File: src/rtl/trap_entry.sv
module trap_entry #(
  parameter int XLEN = 32,
  parameter int CODE_W = 5,
  parameter logic [XLEN-1:0] RESET_PC = 'h1000
) (
  input  logic              clk,
  input  logic              rst_n,
  input  logic              trap_valid,
  input  logic              trap_is_irq,
  input  logic [CODE_W-1:0] trap_code,
  input  logic [XLEN-1:0]   trap_addr,
  input  logic [XLEN-1:0]   cur_pc,
  input  logic [1:0]        cur_priv,
  input  logic [XLEN-1:0]   status_i,
  input  logic [XLEN-1:0]   medeleg_i,
  input  logic [XLEN-1:0]   mideleg_i,
  input  logic [XLEN-1:0]   mtvec_i,
  input  logic [XLEN-1:0]   stvec_i,
  output logic [XLEN-1:0]   pc_o,
  output logic [1:0]        priv_o,
  output logic [XLEN-1:0]   status_o,
  output logic [XLEN-1:0]   sepc_o,
  output logic [XLEN-1:0]   scause_o,
  output logic [XLEN-1:0]   stval_o,
  output logic [XLEN-1:0]   mepc_o,
  output logic [XLEN-1:0]   mcause_o,
  output logic [XLEN-1:0]   mtval_o,
  output logic              trap_done
);
  localparam int SIE_B = 1, MIE_B = 3, SPIE_B = 5, MPIE_B = 7, SPP_B = 8, MPP_LO = 11;
  localparam logic [15:0] ADDR_CAUSES = 16'b1011_0000_1111_0011;
  localparam logic [CODE_W-1:0] ECALL_CODE = CODE_W'(8);

  logic [CODE_W-1:0] eff_code;
  logic [XLEN-1:0]   deleg_sel, cause_val, status_nx;
  logic              to_super, tval_hit;

  assign eff_code  = (!trap_is_irq && trap_code == ECALL_CODE)
                     ? ECALL_CODE + CODE_W'(cur_priv) : trap_code;
  assign deleg_sel = trap_is_irq ? mideleg_i : medeleg_i;
  assign to_super  = (cur_priv <= 2'd1) && deleg_sel[eff_code];
  assign cause_val = {trap_is_irq, {(XLEN-1-CODE_W){1'b0}}, eff_code};
  assign tval_hit  = !trap_is_irq && (eff_code < CODE_W'(16)) && ADDR_CAUSES[eff_code[3:0]];

  always_comb begin
    status_nx = status_i;
    if (to_super) begin
      status_nx[SPIE_B] = status_i[SIE_B];
      status_nx[SPP_B]  = cur_priv[0];
      status_nx[SIE_B]  = 1'b0;
    end else begin
      status_nx[MPIE_B]           = status_i[MIE_B];
      status_nx[MPP_LO+1:MPP_LO]  = cur_priv;
      status_nx[MIE_B]            = 1'b0;
    end
  end

  always_ff @(posedge clk) begin
    if (!rst_n) begin
      pc_o      <= RESET_PC;
      priv_o    <= 2'd3;
      status_o  <= '0;
      sepc_o    <= '0;
      scause_o  <= '0;
      stval_o   <= '0;
      mepc_o    <= '0;
      mcause_o  <= '0;
      mtval_o   <= '0;
      trap_done <= 1'b0;
    end else begin
      trap_done <= trap_valid;
      if (trap_valid) begin
        status_o <= status_nx;
        if (to_super) begin
          pc_o     <= stvec_i;
          priv_o   <= 2'd1;
          sepc_o   <= cur_pc;
          scause_o <= cause_val;
          if (tval_hit) stval_o <= trap_addr;
        end else begin
          pc_o     <= mtvec_i;
          priv_o   <= 2'd3;
          mepc_o   <= cur_pc;
          mcause_o <= cause_val;
          if (tval_hit) mtval_o <= trap_addr;
        end
      end
    end
  end
endmodule

File: config.mk
export PLATFORM = sky130hd
export DESIGN_NAME = trap_entry
export DESIGN_NICKNAME = d
export VERILOG_FILES = /design/src/rtl/trap_entry.sv
export SDC_FILE = /design/constraint.sdc
export NUM_CORES = 1
export LEC_CHECK = 0
export BUFFER_PORTS_ARGS = -buffer_cell sky130_fd_sc_hd__buf_2
export CAP_MARGIN = 20
export CORE_AREA = 2 2 190 192
export CTS_BUF_LIST = sky130_fd_sc_hd__clkbuf_16
export CTS_CLUSTER_SIZE = 14
export DETAILED_ROUTE_END_ITERATION = 7
export DIE_AREA = 0 0 192 194
export GPL_ROUTABILITY_DRIVEN = 0
export MAX_ROUTING_LAYER = met4
export PLACE_DENSITY = 0.55
export SETUP_SLACK_MARGIN = 0.3
export SLEW_MARGIN = 40
export SYNTH_ARGS = -nofsm -noshare
export SYNTH_HDL_FRONTEND = slang
export SYNTH_SLANG_ARGS = --single-unit
File: constraint.sdc
create_clock -name clk -period 2.99 [get_ports clk]
set_input_delay 0.4485 -clock clk [delete_from_list [all_inputs] [get_ports clk]]
set_output_delay 0.4485 -clock clk [all_outputs]
set_load 0.1 [all_outputs]
==> metrics.log, run 1 <==
[metrics] result of the run: finished clean
[metrics] critical path capture point type: register
[metrics] die area: 37200 um2
[metrics] total of flip-flops plus latches after synthesis: 206
[metrics] number of ports placed on the die boundary: 494
[metrics] final clock period utilization by the worst path: 84.6%
[metrics] Synth Area in Compound Gates: 9.72%
[metrics] Final #Nets: 1645
[metrics] leakage power summed over all cells: 6.12 nW
[metrics] antenna diode count: 0
[metrics] CTS sink cnt: 206
[metrics] Synth Area in XOR/XNOR: 0%
[metrics] Remaining Overflow, GRT: 0
[metrics] Final Instance Area: 12400 um2
[metrics] cell area after synthesis: 9240 um2
[metrics] die outline height: 194 um
[metrics] Final Critical Period: 2530 ps
[metrics] post-synthesis instance total: 1001
[metrics] placed cell count: 1845
[metrics] number of rows created at floorplan: 69
[metrics] CP Launch Type: primary input
[metrics] final number of hold-violating endpoints: 0
[metrics] adder-cell area share of the yosys netlist: 0%
[metrics] Post CTS Setup Buffer Count: 0
[metrics] initial antenna violation count: 0
[metrics] top library cells by usage in the layout, fill and taps aside: 438 x buf_2, 223 x nand2_1, 206 x dfxtp_1, 180 x mux2i_1, 73 x o21ai_0
[metrics] start of the worst register-to-register path: pc_o[12]$_SDFFE_PN1P_
[metrics] worst setup path category: primary input to register
[metrics] DRC violation count after routing: 0
[metrics] CTS resizes: 0
[metrics] areal power density over the cells: 635 nW/um2
[metrics] Antenna Nets Post-Route: 0
[metrics] routed wire length per instance: 15.6 um
[metrics] vias in the first global route: 8107
[metrics] Slew Viols, Final: 0
[metrics] Clk Tree Root Cell: clkbuf_16
[metrics] Post-Place Cell Area: 11700 um2
[metrics] clock tree from TritonCTS: done
[metrics] CP required: 3390 ps
[metrics] vias after detailed routing: 8535
[metrics] endpoint arrival time on the critical path: 2930 ps
[metrics] Highest Clock Rate: 0.395 GHz
[metrics] Max Buffers Root-to-Sink: 3
[metrics] post-layout instance count excluding filler cells: 1880
[metrics] number of enable flip-flop cells after synthesis: 0
[metrics] post-synthesis sequential area ratio: 44.6%
[metrics] overall fraction of global-route tracks in use: 15.3%
[metrics] worst hold slack: 191 ps
[metrics] number of buffers added by the clock tree synthesis step: 24
[metrics] Setup Viol. Count Final: 0
[metrics] setup repair after global routing missed its margin: false
[metrics] starting density of the core: 26.2%
[metrics] FF+latch area: 4120 um2
[metrics] worst-case clock skew: 0 ps
[metrics] clock transition time at the flip-flop clock pins of the worst setup and hold paths: 60 ps
[metrics] mux share of post-synthesis cell area: 21.2%
[metrics] combinational family with the most area after synthesis: multiplexers
[metrics] Post-synth top flop: dfxtp_1
[metrics] WL final: 29400 um
[metrics] slew at the pin closest to its max-slew limit: 642 ps
[metrics] crit-path max FO: 32
[metrics] port buffer count: 440
[metrics] Die Width: 192 um
[metrics] via density per instance: 4.54
[metrics] pin count of the biggest net entering global routing: 99
[metrics] simple-gate share of the synthesized area: 15.1%
[metrics] Post-CTS Hold Buffers: 0
[metrics] commonest non-fill, non-tap cell in the layout: buf_2
[metrics] Overall Power: 7.87 mW
[metrics] Core Footprint: 35200 um2
[metrics] CTS H-tree depth: 1
[metrics] fill cell instance count of the final layout: 3687
[metrics] post-synth cell types: 51
[metrics] clock latency on the worst-skew pair: 520 ps
[metrics] headroom to the max-slew limit: 57.2%
[metrics] Max Cap Viol: 0
[metrics] origin of the worst min-delay path: status_i[23]
[metrics] detailed placer's ending HPWL: 21700 um
[metrics] iteration-0 DRC count of the detailed router: 249
[metrics] share of post-route cells with drive strength above 1: 36.7%
[metrics] share of flip-flops with an asynchronous set or reset after synthesis: 0%
[metrics] wire length of the first global-routing pass: 44600 um
[metrics] first-pass detailed-route iteration total: 4
[metrics] synthesized area per cell: 9.23 um2
[metrics] worst setup path startpoint: trap_is_irq
[metrics] count of warnings emitted by yosys: 0
[metrics] Layout area overhead: 34.1%
[metrics] multi-input logic area: 4490 um2
[metrics] path class of the lowest-slack min-delay path: primary input to register
[metrics] maximum vdd drop: 389 uV
[where the power goes]
group | switching (mW) | internal [mW] | total, mW
clock | 1.12 | 1.44 | 2.55
combinational | 1.88 | 0.461 | 2.34
sequential | 0.0751 | 2.90 | 2.97
total | 3.07 | 4.80 | 7.87
[final timing paths]
| check | cells past startpoint | slack [ps] | endpoint |
|---|---|---|---|
| hold / removal | 3 | 190 | status_o[23]$_SDFFE_PN0P_ |
| hold reg to reg | 2 | 450 | stval_o[11]$_SDFFE_PN0P_ |
| setup / recovery | 10 | 460 | mtval_o[22]$_SDFFE_PN0P_ |
| setup reg to reg | 2 | 2250 | pc_o[12]$_SDFFE_PN1P_ |
[synthesized netlist by cell type (3+ instances only)]
cell type | number | share of area (%)
buf_6 | 6 | 0.73
inv_1 | 4 | 0.16
a211oi_1 | 8 | 0.65
o2111ai_1 | 3 | 0.28
o21ai_0 | 73 | 4.0
mux4_2 | 4 | 0.97
dfxtp_1 | 206 | 45
nand3_1 | 39 | 2.1
nor4b_1 | 3 | 0.28
a21oi_1 | 4 | 0.22
nor3_1 | 3 | 0.16
buf_4 | 59 | 4.8
buf_2 | 13 | 0.70
nor2_1 | 5 | 0.20
nand2_1 | 223 | 9.1
buf_8 | 4 | 0.65
nand3b_1 | 3 | 0.24
buf_1 | 6 | 0.24
mux2i_1 | 180 | 19
a31oi_1 | 39 | 2.6
mux2_2 | 3 | 0.37
clkbuf_1 | 50 | 2.0
nor2b_1 | 27 | 1.8
[metal layers]
layer / GRT usage (%) / vias up / wire, um
met2: 25.5 / 361 / 14100
met3: 3.35 / 46 / 2420
met4: 3.65 / 0 / 559
li1: - / 4154 / -
met1: 18.7 / 3974 / 12200
met5: - / - / 0
[cell families after synthesis]
logic type / after synthesis
mux: 189
flops: 206
simple gates: 316
compound gates: 146
buf+inv: 142
other cells: 2
[critical path, cell delays in order]
cell       delay (ps)
buf_2             320
buf_4             300
buf_4             170
mux2i_1           220
a211oi_1          100
a32oi_1           280
o2111ai_2         170
or3_2             510
buf_12            190
mux2i_1           160
[registers in the layout (all words and copies together) (netlist names)]
name,flops
mcause_o,6
mepc_o,32
mtval_o,32
pc_o,32
priv_o,1
scause_o,6
sepc_o,32
status_o,32
stval_o,32
trap_done,1
[layout make-up]
cell class              instances  share of cell area, %
multi-input cells             704                   36.2
flip-flops and latches        206                   33.3
repair buffers                470                   20.4
clock buffers                  24                   4.84
well taps                     461                   4.65
clock inverters                11                  0.525
inverters                       4                  0.121
[per-stage QoR]
step           util (%)  TNS, ps  worst slack (ps)
6_report           35.2        0               459
3_3_place_gp       33.3   -0.504            -0.504
3_5_place_dp       33.3    -1320             -55.7
5_1_grt            35.2        0               304
2_1_floorplan         -        0               360
4_1_cts            35.2        0               506
Power figures use the tool's default switching activity.
==> run 2: changes to the inputs <==
- ABC_AREA: unset -> 1
- CORE_AREA: 2 2 190 192 -> 2 2 189 191
- DIE_AREA: 0 0 192 194 -> 0 0 191 193
- clock period: 2.99 -> 2.5 ns (I/O delays scaled with it)
==> run 2 against run 1 <==
Compared with the run above: clock skew unchanged; core utilization rose by 1.2 points; first-iteration DRC count rose by 110%; flip-flop and latch count did not move; sequential power increased by 20%; die area decreased by 1.0%; critical path type unchanged.
==> metrics.log, run 2 <==
[metrics] top library cells by usage in the layout, fill and taps aside: 439 x buf_2, 379 x nor2_1, 327 x nand2_1, 206 x dfxtp_1, 114 x inv_1
[metrics] top-area cell type share of the netlist area: 44.2% (-0.44 points)
[metrics] clock tree from TritonCTS: done
[metrics] post-synth cell types: 26 (-49%)
[metrics] Final Critical Period: 1960 ps
[metrics] vias after detailed routing: 9875 (+16%)
[metrics] commonest non-fill, non-tap cell in the layout: buf_2
[metrics] endpoint arrival time on the critical path: 2390 ps (-540 ps)
[metrics] Switch Pwr: 3.85 mW (+25%)
[metrics] crit path max-delay cell type: buf_12
[metrics] CP Launch Type: primary input
[metrics] areal power density over the cells: 756 nW/um2 (+19%)
[metrics] number of rows created at floorplan: 69 (unchanged)
[metrics] most instantiated cells after synthesis: 379 x nor2_1, 327 x nand2_1, 206 x dfxtp_1
[metrics] Antenna Nets Post-Route: 0 (unchanged)
[metrics] Clk Tree Root Cell: clkbuf_16
[metrics] Core Footprint: 35000 um2 (-0.74%)
[metrics] CTS resizes: 0 (unchanged)
[metrics] die outline height: 193 um (-0.52%)
[metrics] total of flip-flops plus latches after synthesis: 206 (unchanged)
[metrics] DRC violation count after routing: 0 (unchanged)
[metrics] synthesized area per cell: 6.61 um2 (-28%)
[metrics] setup repair after global routing missed its margin: false
[metrics] worst hold slack: 82.9 ps (-108 ps)
[metrics] placed cell count: 2277 (+23%)
[metrics] largest incremental delay on the critical path: 220 ps (-290 ps)
[metrics] result of the run: finished clean
[metrics] wl on met1: 14100 um (+15%)
[metrics] Post-synth top flop: dfxtp_1
[metrics] worst-case clock skew: 0 ps (unchanged)
[metrics] Highest Clock Rate: 0.510 GHz
[metrics] first-pass detailed-route iteration total: 4 (unchanged)
[metrics] internal cell power: 5.78 mW (+21%)
[metrics] power share of the clock group: 32.3% (about the same)
[metrics] Layout area overhead: 36.4%
[metrics] post-layout instance count excluding filler cells: 2319 (+23%)
[metrics] iteration-0 DRC count of the detailed router: 511 (+110%)
[metrics] Top Family by Delay on Critical Path: simple AND/OR/NAND/NOR gates
[metrics] port buffer count: 440 (unchanged)
[metrics] net switching fraction of the power: 40.0% (+0.93 points)
[metrics] Max Cap Viol: 0 (unchanged)
[metrics] die area: 36900 um2 (-1.0%)
[metrics] FF+latch area: 4120 um2 (unchanged)
[metrics] Routed met2 length: 15900 um (+12%)
[metrics] post-synthesis sequential area ratio: 44.2% (-0.44 points)
[metrics] headroom to the max-slew limit: 45.3% (-12 points)
[metrics] Slew Viols, Final: 0 (unchanged)
[metrics] count of warnings emitted by yosys: 0 (unchanged)
[metrics] Final #Nets: 2076 (+26%)
[metrics] clock latency on the worst-skew pair: 500 ps (-20 ps)
[metrics] number of enable flip-flop cells after synthesis: 0 (unchanged)
[metrics] pin count of the biggest net entering global routing: 91 (-8.1%)
[metrics] final clock period utilization by the worst path: 78.4%
[metrics] cell area after synthesis: 9330 um2 (+1.0%)
[metrics] maximum vdd drop: 447 uV (+15%)
[metrics] share of flip-flops with an asynchronous set or reset after synthesis: 0% (unchanged)
[metrics] cell type with the highest aggregate area in the netlist: dfxtp_1
[metrics] count of buffer and inverter cells on the critical path: 4 (unchanged)
[metrics] chain of cells forming the critical path: buf_2, nor2_1, nand3_1, nand2_2, buf_4, nor2_1, nand3_1, nand2_1, nor2_1, nand2_1, nand3_2, nand3_2, buf_4, nor2_8, buf_12, nand2_1, a21oi_1
[metrics] portion of total power attributed to combinational logic: 30.7% (+1.0 points)
[metrics] worst setup path category: primary input to register
[metrics] multi-input logic area: 4180 um2 (-6.9%)
[metrics] post-synthesis instance total: 1413 (+41%)
[metrics] leakage power summed over all cells: 6.97 nW (+14%)
[metrics] overall fraction of global-route tracks in use: 17.3% (+2.0 points)
[metrics] Finished Core Util: 36.4% (+1.2 points)
[metrics] via density per instance: 4.26 (-6.2%)
[metrics] number of buffers added by the clock tree synthesis step: 23 (-4.2%)
[metrics] WL final: 33000 um (+12%)
[metrics] highest metal layer used by the detailed router: met4
[metrics] clock transition time at the flip-flop clock pins of the worst setup and hold paths: 60 ps (about the same)
[metrics] number of ports placed on the die boundary: 494 (unchanged)
[metrics] Overall Power: 9.63 mW (+22%)
[metrics] crit-path max FO: 37 (+16%)
[metrics] Post CTS Setup Buffer Count: 0 (unchanged)
[metrics] Remaining Overflow, GRT: 0 (unchanged)
[metrics] initial antenna violation count: 2 (+2)
[metrics] final-layout setup total negative slack: 0 ps (unchanged)
[metrics] starting density of the core: 26.7% (+0.46 points)
[metrics] Die Width: 191 um (-0.52%)
[metrics] wire length of the first global-routing pass: 49500 um (+11%)
[metrics] CTS H-tree depth: 1 (unchanged)
[metrics] register share of total power: 37.1% (-0.7 points)
[metrics] final number of hold-violating endpoints: 0 (unchanged)
[metrics] Routed met3 length: 2010 um (-17%)
[metrics] CTS sink cnt: 206 (unchanged)
[metrics] main area contributors after synthesis: dfxtp_1 44%, nor2_1 15%, nand2_1 13%, nand3_1 6.0%, buf_4 5.0%
[metrics] critical path capture point type: register
[metrics] dominant cell by count in the synthesized netlist: nor2_1
[metrics] routed wire length per instance: 14.2 um (-9.0%)
[metrics] detailed placer's ending HPWL: 24300 um (+12%)
[metrics] Setup Viol. Count Final: 0 (unchanged)
[metrics] Max Buffers Root-to-Sink: 3 (unchanged)
[metrics] Post-CTS Hold Buffers: 0 (unchanged)
[metrics] slew at the pin closest to its max-slew limit: 820 ps (+178 ps)
[metrics] vias in the first global route: 9129 (+13%)
[metrics] path class of the lowest-slack min-delay path: primary input to register
[metrics] fill cell instance count of the final layout: 3861 (+4.7%)
[metrics] share of post-route cells with drive strength above 1: 28.7% (-8.0 points)
[metrics] CP required: 2930 ps (-460 ps)
[run 2: logic make-up (layout without fill, tap and decap cells)]
group,Yosys count,after routing,share of synthesized area (%)
buffers and inverters,252,642,13.2
DFF,206,206,44.2
AOI/OAI and AO/OA,118,118,6.33
muxes,5,5,0.536
other,2,57,0.0805
and+or+nand+nor,830,830,35.7
[run 2: layout make-up]
type / count / area share (%)
clock inverter: 15 / 0.707
timing repair buffer: 489 / 21.6
tap: 461 / 4.53
antenna: 4 / 0.0786
sequential: 206 / 32.4
multi-input combinational: 1006 / 32.8
clock buffer: 23 / 4.52
inverter: 115 / 3.41
[run 2: final timing paths]
path	from	endpoint	slack, ps	depth (start not counted)
setup reg to reg	pc_o[24]$_SDFFE_PN0P_	pc_o[24]$_SDFFE_PN0P_	1760	4
hold reg to reg	sepc_o[22]$_SDFFE_PN0P_	sepc_o[22]$_SDFFE_PN0P_	460	2
setup / recovery	trap_is_irq	sepc_o[25]$_SDFFE_PN0P_	540	17
hold / removal	mtvec_i[12]	pc_o[12]$_SDFFE_PN1P_	80	3
[run 2: power groups by stage]
| stage | combinational, mW | sequential, mW | clock [mW] |
|---|---|---|---|
| 5_1_grt | 3.12 | 3.59 | 3.36 |
| 6_report | 2.95 | 3.57 | 3.11 |
| 3_5_place_dp | 2.97 | 3.64 | 0 |
| 3_3_place_gp | 2.96 | 3.63 | 0 |
| 4_1_cts | 2.97 | 3.57 | 3.23 |
| 2_1_floorplan | 1.01 | 4.98 | 0 |
[run 2: through the flow]
stage,cell area [um2],worst slack [ps]
6_report,12700,539
4_1_cts,12700,539
3_3_place_gp,12100,37.1
5_1_grt,12700,306
2_1_floorplan,9530,292
3_5_place_dp,12100,8.20
[run 2: layer usage]
metal,up-vias,track usage (%)
met2,317,29.7
met1,4436,20.6
met3,52,2.73
li1,5070,-
met4,0,5.52
met5,-,-
[run 2: worst register-to-register path: stages, from the launching register on]
cell,delay [ps]
dfxtp_1,410
nand2_1,70
nand3_1,100
nand2_1,50
inv_1,60
==> run 3: changes to the inputs <==
- ABC_AREA: 1 -> 0
- CORE_AREA: 2 2 189 191 -> 2 2 190 192
- DIE_AREA: 0 0 191 193 -> 0 0 192 194
- clock period: 2.5 -> 2 ns (I/O delays scaled with it)
==> run 3 against run 2 <==
Compared with the run above: the flow now finishes with violations (setup timing); via count down 8.5%; combinational power rose by 42%; final cell count is 15% lower; largest cell class unchanged.
==> metrics.log, run 3 (synthesis gave the netlist of run 1 again) <==
[metrics] result of the run: complete, but fails checks
[metrics] failing checks: setup timing
[metrics] worst-case clock skew: 0 ps (unchanged)
[metrics] Final Critical Period: 2160 ps
[metrics] number of buffers added by the clock tree synthesis step: 23 (unchanged)
[metrics] Routed met3 length: 2590 um (+29%)
[metrics] endpoint with the worst hold slack: pc_o[0]$_SDFFE_PN0P_
[metrics] Core Footprint: 35200 um2 (+0.74%)
[metrics] vias after detailed routing: 9033 (-8.5%)
[metrics] CTS sink cnt: 206 (unchanged)
[metrics] highest metal layer used by the detailed router: met4
[metrics] Overall Power: 12.5 mW (+30%)
[metrics] Max Buffers Root-to-Sink: 3 (unchanged)
[metrics] endpoint arrival time on the critical path: 2560 ps (+170 ps)
[metrics] FF+latch area: 4120 um2 (unchanged)
[metrics] share of post-route cells with drive strength above 1: 45.6% (+17 points)
[metrics] number of ports placed on the die boundary: 494 (unchanged)
[metrics] die area: 37200 um2 (+1.0%)
[metrics] Hold Path Stages: 3 (unchanged)
[metrics] min setup slack post-route: -156 ps (-695 ps)
[metrics] final number of hold-violating endpoints: 0 (unchanged)
[metrics] origin of the worst min-delay path: stvec_i[0]
[metrics] crit path max-delay cell type: or3_4
[metrics] DRC violation count after routing: 0 (unchanged)
[metrics] largest incremental delay on the critical path: 520 ps (+300 ps)
[metrics] clock latency on the worst-skew pair: 520 ps (+20 ps)
[metrics] clock transition time at the flip-flop clock pins of the worst setup and hold paths: 60 ps (about the same)
[metrics] starting density of the core: 26.2% (-0.46 points)
[metrics] Slew Viols, Final: 0 (unchanged)
[metrics] WL final: 35200 um (+6.9%)
[metrics] areal power density over the cells: 870 nW/um2 (+15%)
[metrics] CP Launch Type: primary input
[metrics] clock tree from TritonCTS: done
[metrics] detailed placer's ending HPWL: 22600 um (-7.2%)
[metrics] Highest Clock Rate: 0.464 GHz
[metrics] headroom to the max-slew limit: 63.2% (+18 points)
[metrics] antenna diode count: 0 (-4)
[metrics] Remaining Overflow, GRT: 0 (unchanged)
[metrics] crit-path max FO: 19 (-49%)
[metrics] R2R setup slack: 1270 ps (-490 ps)
[metrics] Layout area overhead: 55.6%
[metrics] iteration-0 DRC count of the detailed router: 238 (-53%)
[metrics] slew at the pin closest to its max-slew limit: 555 ps (-265 ps)
[metrics] CP required: 2410 ps (-520 ps)
[metrics] overall fraction of global-route tracks in use: 16.6% (-0.64 points)
[metrics] cell depth of the worst flop-to-flop path: 2 (-2)
[metrics] worst setup path category: primary input to register
[metrics] Finished Core Util: 40.8% (+4.4 points)
[metrics] top library cells by usage in the layout, fill and taps aside: 434 x buf_2, 222 x nand2_1, 206 x dfxtp_1, 176 x mux2i_1, 54 x buf_4
[metrics] routed wire length per instance: 17.8 um (+25%)
[metrics] endpoint of the worst-slack reg-to-reg timing path: pc_o[12]$_SDFFE_PN1P_
[metrics] fill cell instance count of the final layout: 3499 (-9.4%)
[metrics] pin count of the biggest net entering global routing: 73 (-20%)
[metrics] Setup Viol. Count Final: 142 (+142)
[metrics] setup repair after global routing missed its margin: true
[metrics] wl on met1: 14100 um (about the same)
[metrics] Die Width: 192 um (+0.52%)
[metrics] CTS H-tree depth: 1 (unchanged)
[metrics] leakage power summed over all cells: 7.02 nW (+0.68%)
[metrics] path class of the lowest-slack min-delay path: primary input to register
[metrics] commonest non-fill, non-tap cell in the layout: buf_2
[metrics] critical path capture point type: register
[metrics] start of the worst register-to-register path: pc_o[12]$_SDFFE_PN1P_
[metrics] multi-input logic area: 4930 um2 (+18%)
[metrics] number of rows created at floorplan: 69 (unchanged)
[metrics] Max Cap Viol: 0 (unchanged)
[metrics] wire length of the first global-routing pass: 47500 um (-4.0%)
[metrics] die outline height: 194 um (+0.52%)
[metrics] final clock period utilization by the worst path: 108%
[metrics] via density per instance: 4.56 (+7.1%)
[metrics] chain of cells forming the critical path: buf_6, buf_8, buf_4, a211oi_1, a2111oi_4, a31oi_2, o2111ai_2, or3_4, buf_6, buf_16, mux2i_1
[metrics] first-pass detailed-route iteration total: 4 (unchanged)
[metrics] Final #Nets: 1739 (-16%)
[metrics] port buffer count: 440 (unchanged)
[metrics] library cell appearing most often on the critical path: buf_6
[metrics] Antenna Nets Post-Route: 0 (unchanged)
[metrics] initial antenna violation count: 0 (-2)
[metrics] Routed met2 length: 17300 um (+8.8%)
[metrics] Clk Tree Root Cell: clkbuf_16
[metrics] vias in the first global route: 8594 (-5.9%)
[metrics] maximum vdd drop: 606 uV (+36%)
## run 3: worst max path at each step
stage | startpoint | end | slack [ps] | depth (start not counted)
floorplan | trap_is_irq | mtval_o[10]$_SDFFE_PN0P_ | -440 | 11
global placement | trap_is_irq | mtval_o[24]$_SDFFE_PN0P_ | -770 | 10
detailed placement | trap_is_irq | mtval_o[21]$_SDFFE_PN0P_ | -810 | 9
CTS | trap_code[2] | mepc_o[24]$_SDFFE_PN0P_ | -90 | 12
global route | trap_code[4] | sepc_o[22]$_SDFFE_PN0P_ | -200 | 14
finish | trap_is_irq | mtval_o[8]$_SDFFE_PN0P_ | -160 | 11
## run 3: layout make-up
| cell class | count | area share [%] |
|---|---|---|
| repair buffers | 565 | 28.3 |
| inverters | 4 | 0.104 |
| well taps | 461 | 4.01 |
| clock inverters | 17 | 0.635 |
| flip-flops and latches | 206 | 28.7 |
| multi-input cells | 704 | 34.3 |
| clock buffers | 23 | 4.00 |
## run 3: critical path: cells and delay by family
kind / cells / cell delay [ps]
and+or+nand+nor: 1 / 520
muxes: 1 / 110
buffers and inverters: 5 / 770
AOI/OAI and AO/OA: 4 / 860
## run 3: metrics by stage
stage               worst slack [ps]  cells  cell area (um2)  hold WS [ps]  setup TNS [ps]
floorplan                       -437   1052             9620           462          -56660
global placement                -772   1884            12100           440         -123260
detailed placement              -811   1884            12100           445         -130200
CTS                            -87.7   1950            13400          2.95           -5010
global route                    -201   1980            14400          21.2          -18310
finish                          -156   1980            14400          28.2           -5790
## run 3: what timing repair did
item / 4_1_cts / 5_1_grt
endpoints found under the hold margin: 0 / 0
setup endpoints to repair: 180 / 180
buffers inserted: 15 / 12
hold buffers: 0 / 0
gates resized for setup: 59 / 134
pin swaps: 15 / 60
cloned: 11 / 18
## run 3: layer usage
layer,global-route usage (%),vias to the layer above
li1,-,4364
met1,19.8,4204
met2,28.7,392
met3,3.10,73
met4,4.10,0
met5,-,-
## run 3: power breakdown
group / switching [mW] / internal, mW
combinational: 3.07 / 1.11
sequential: 0.109 / 4.33
clock: 1.78 / 2.10
total: 4.96 / 7.54
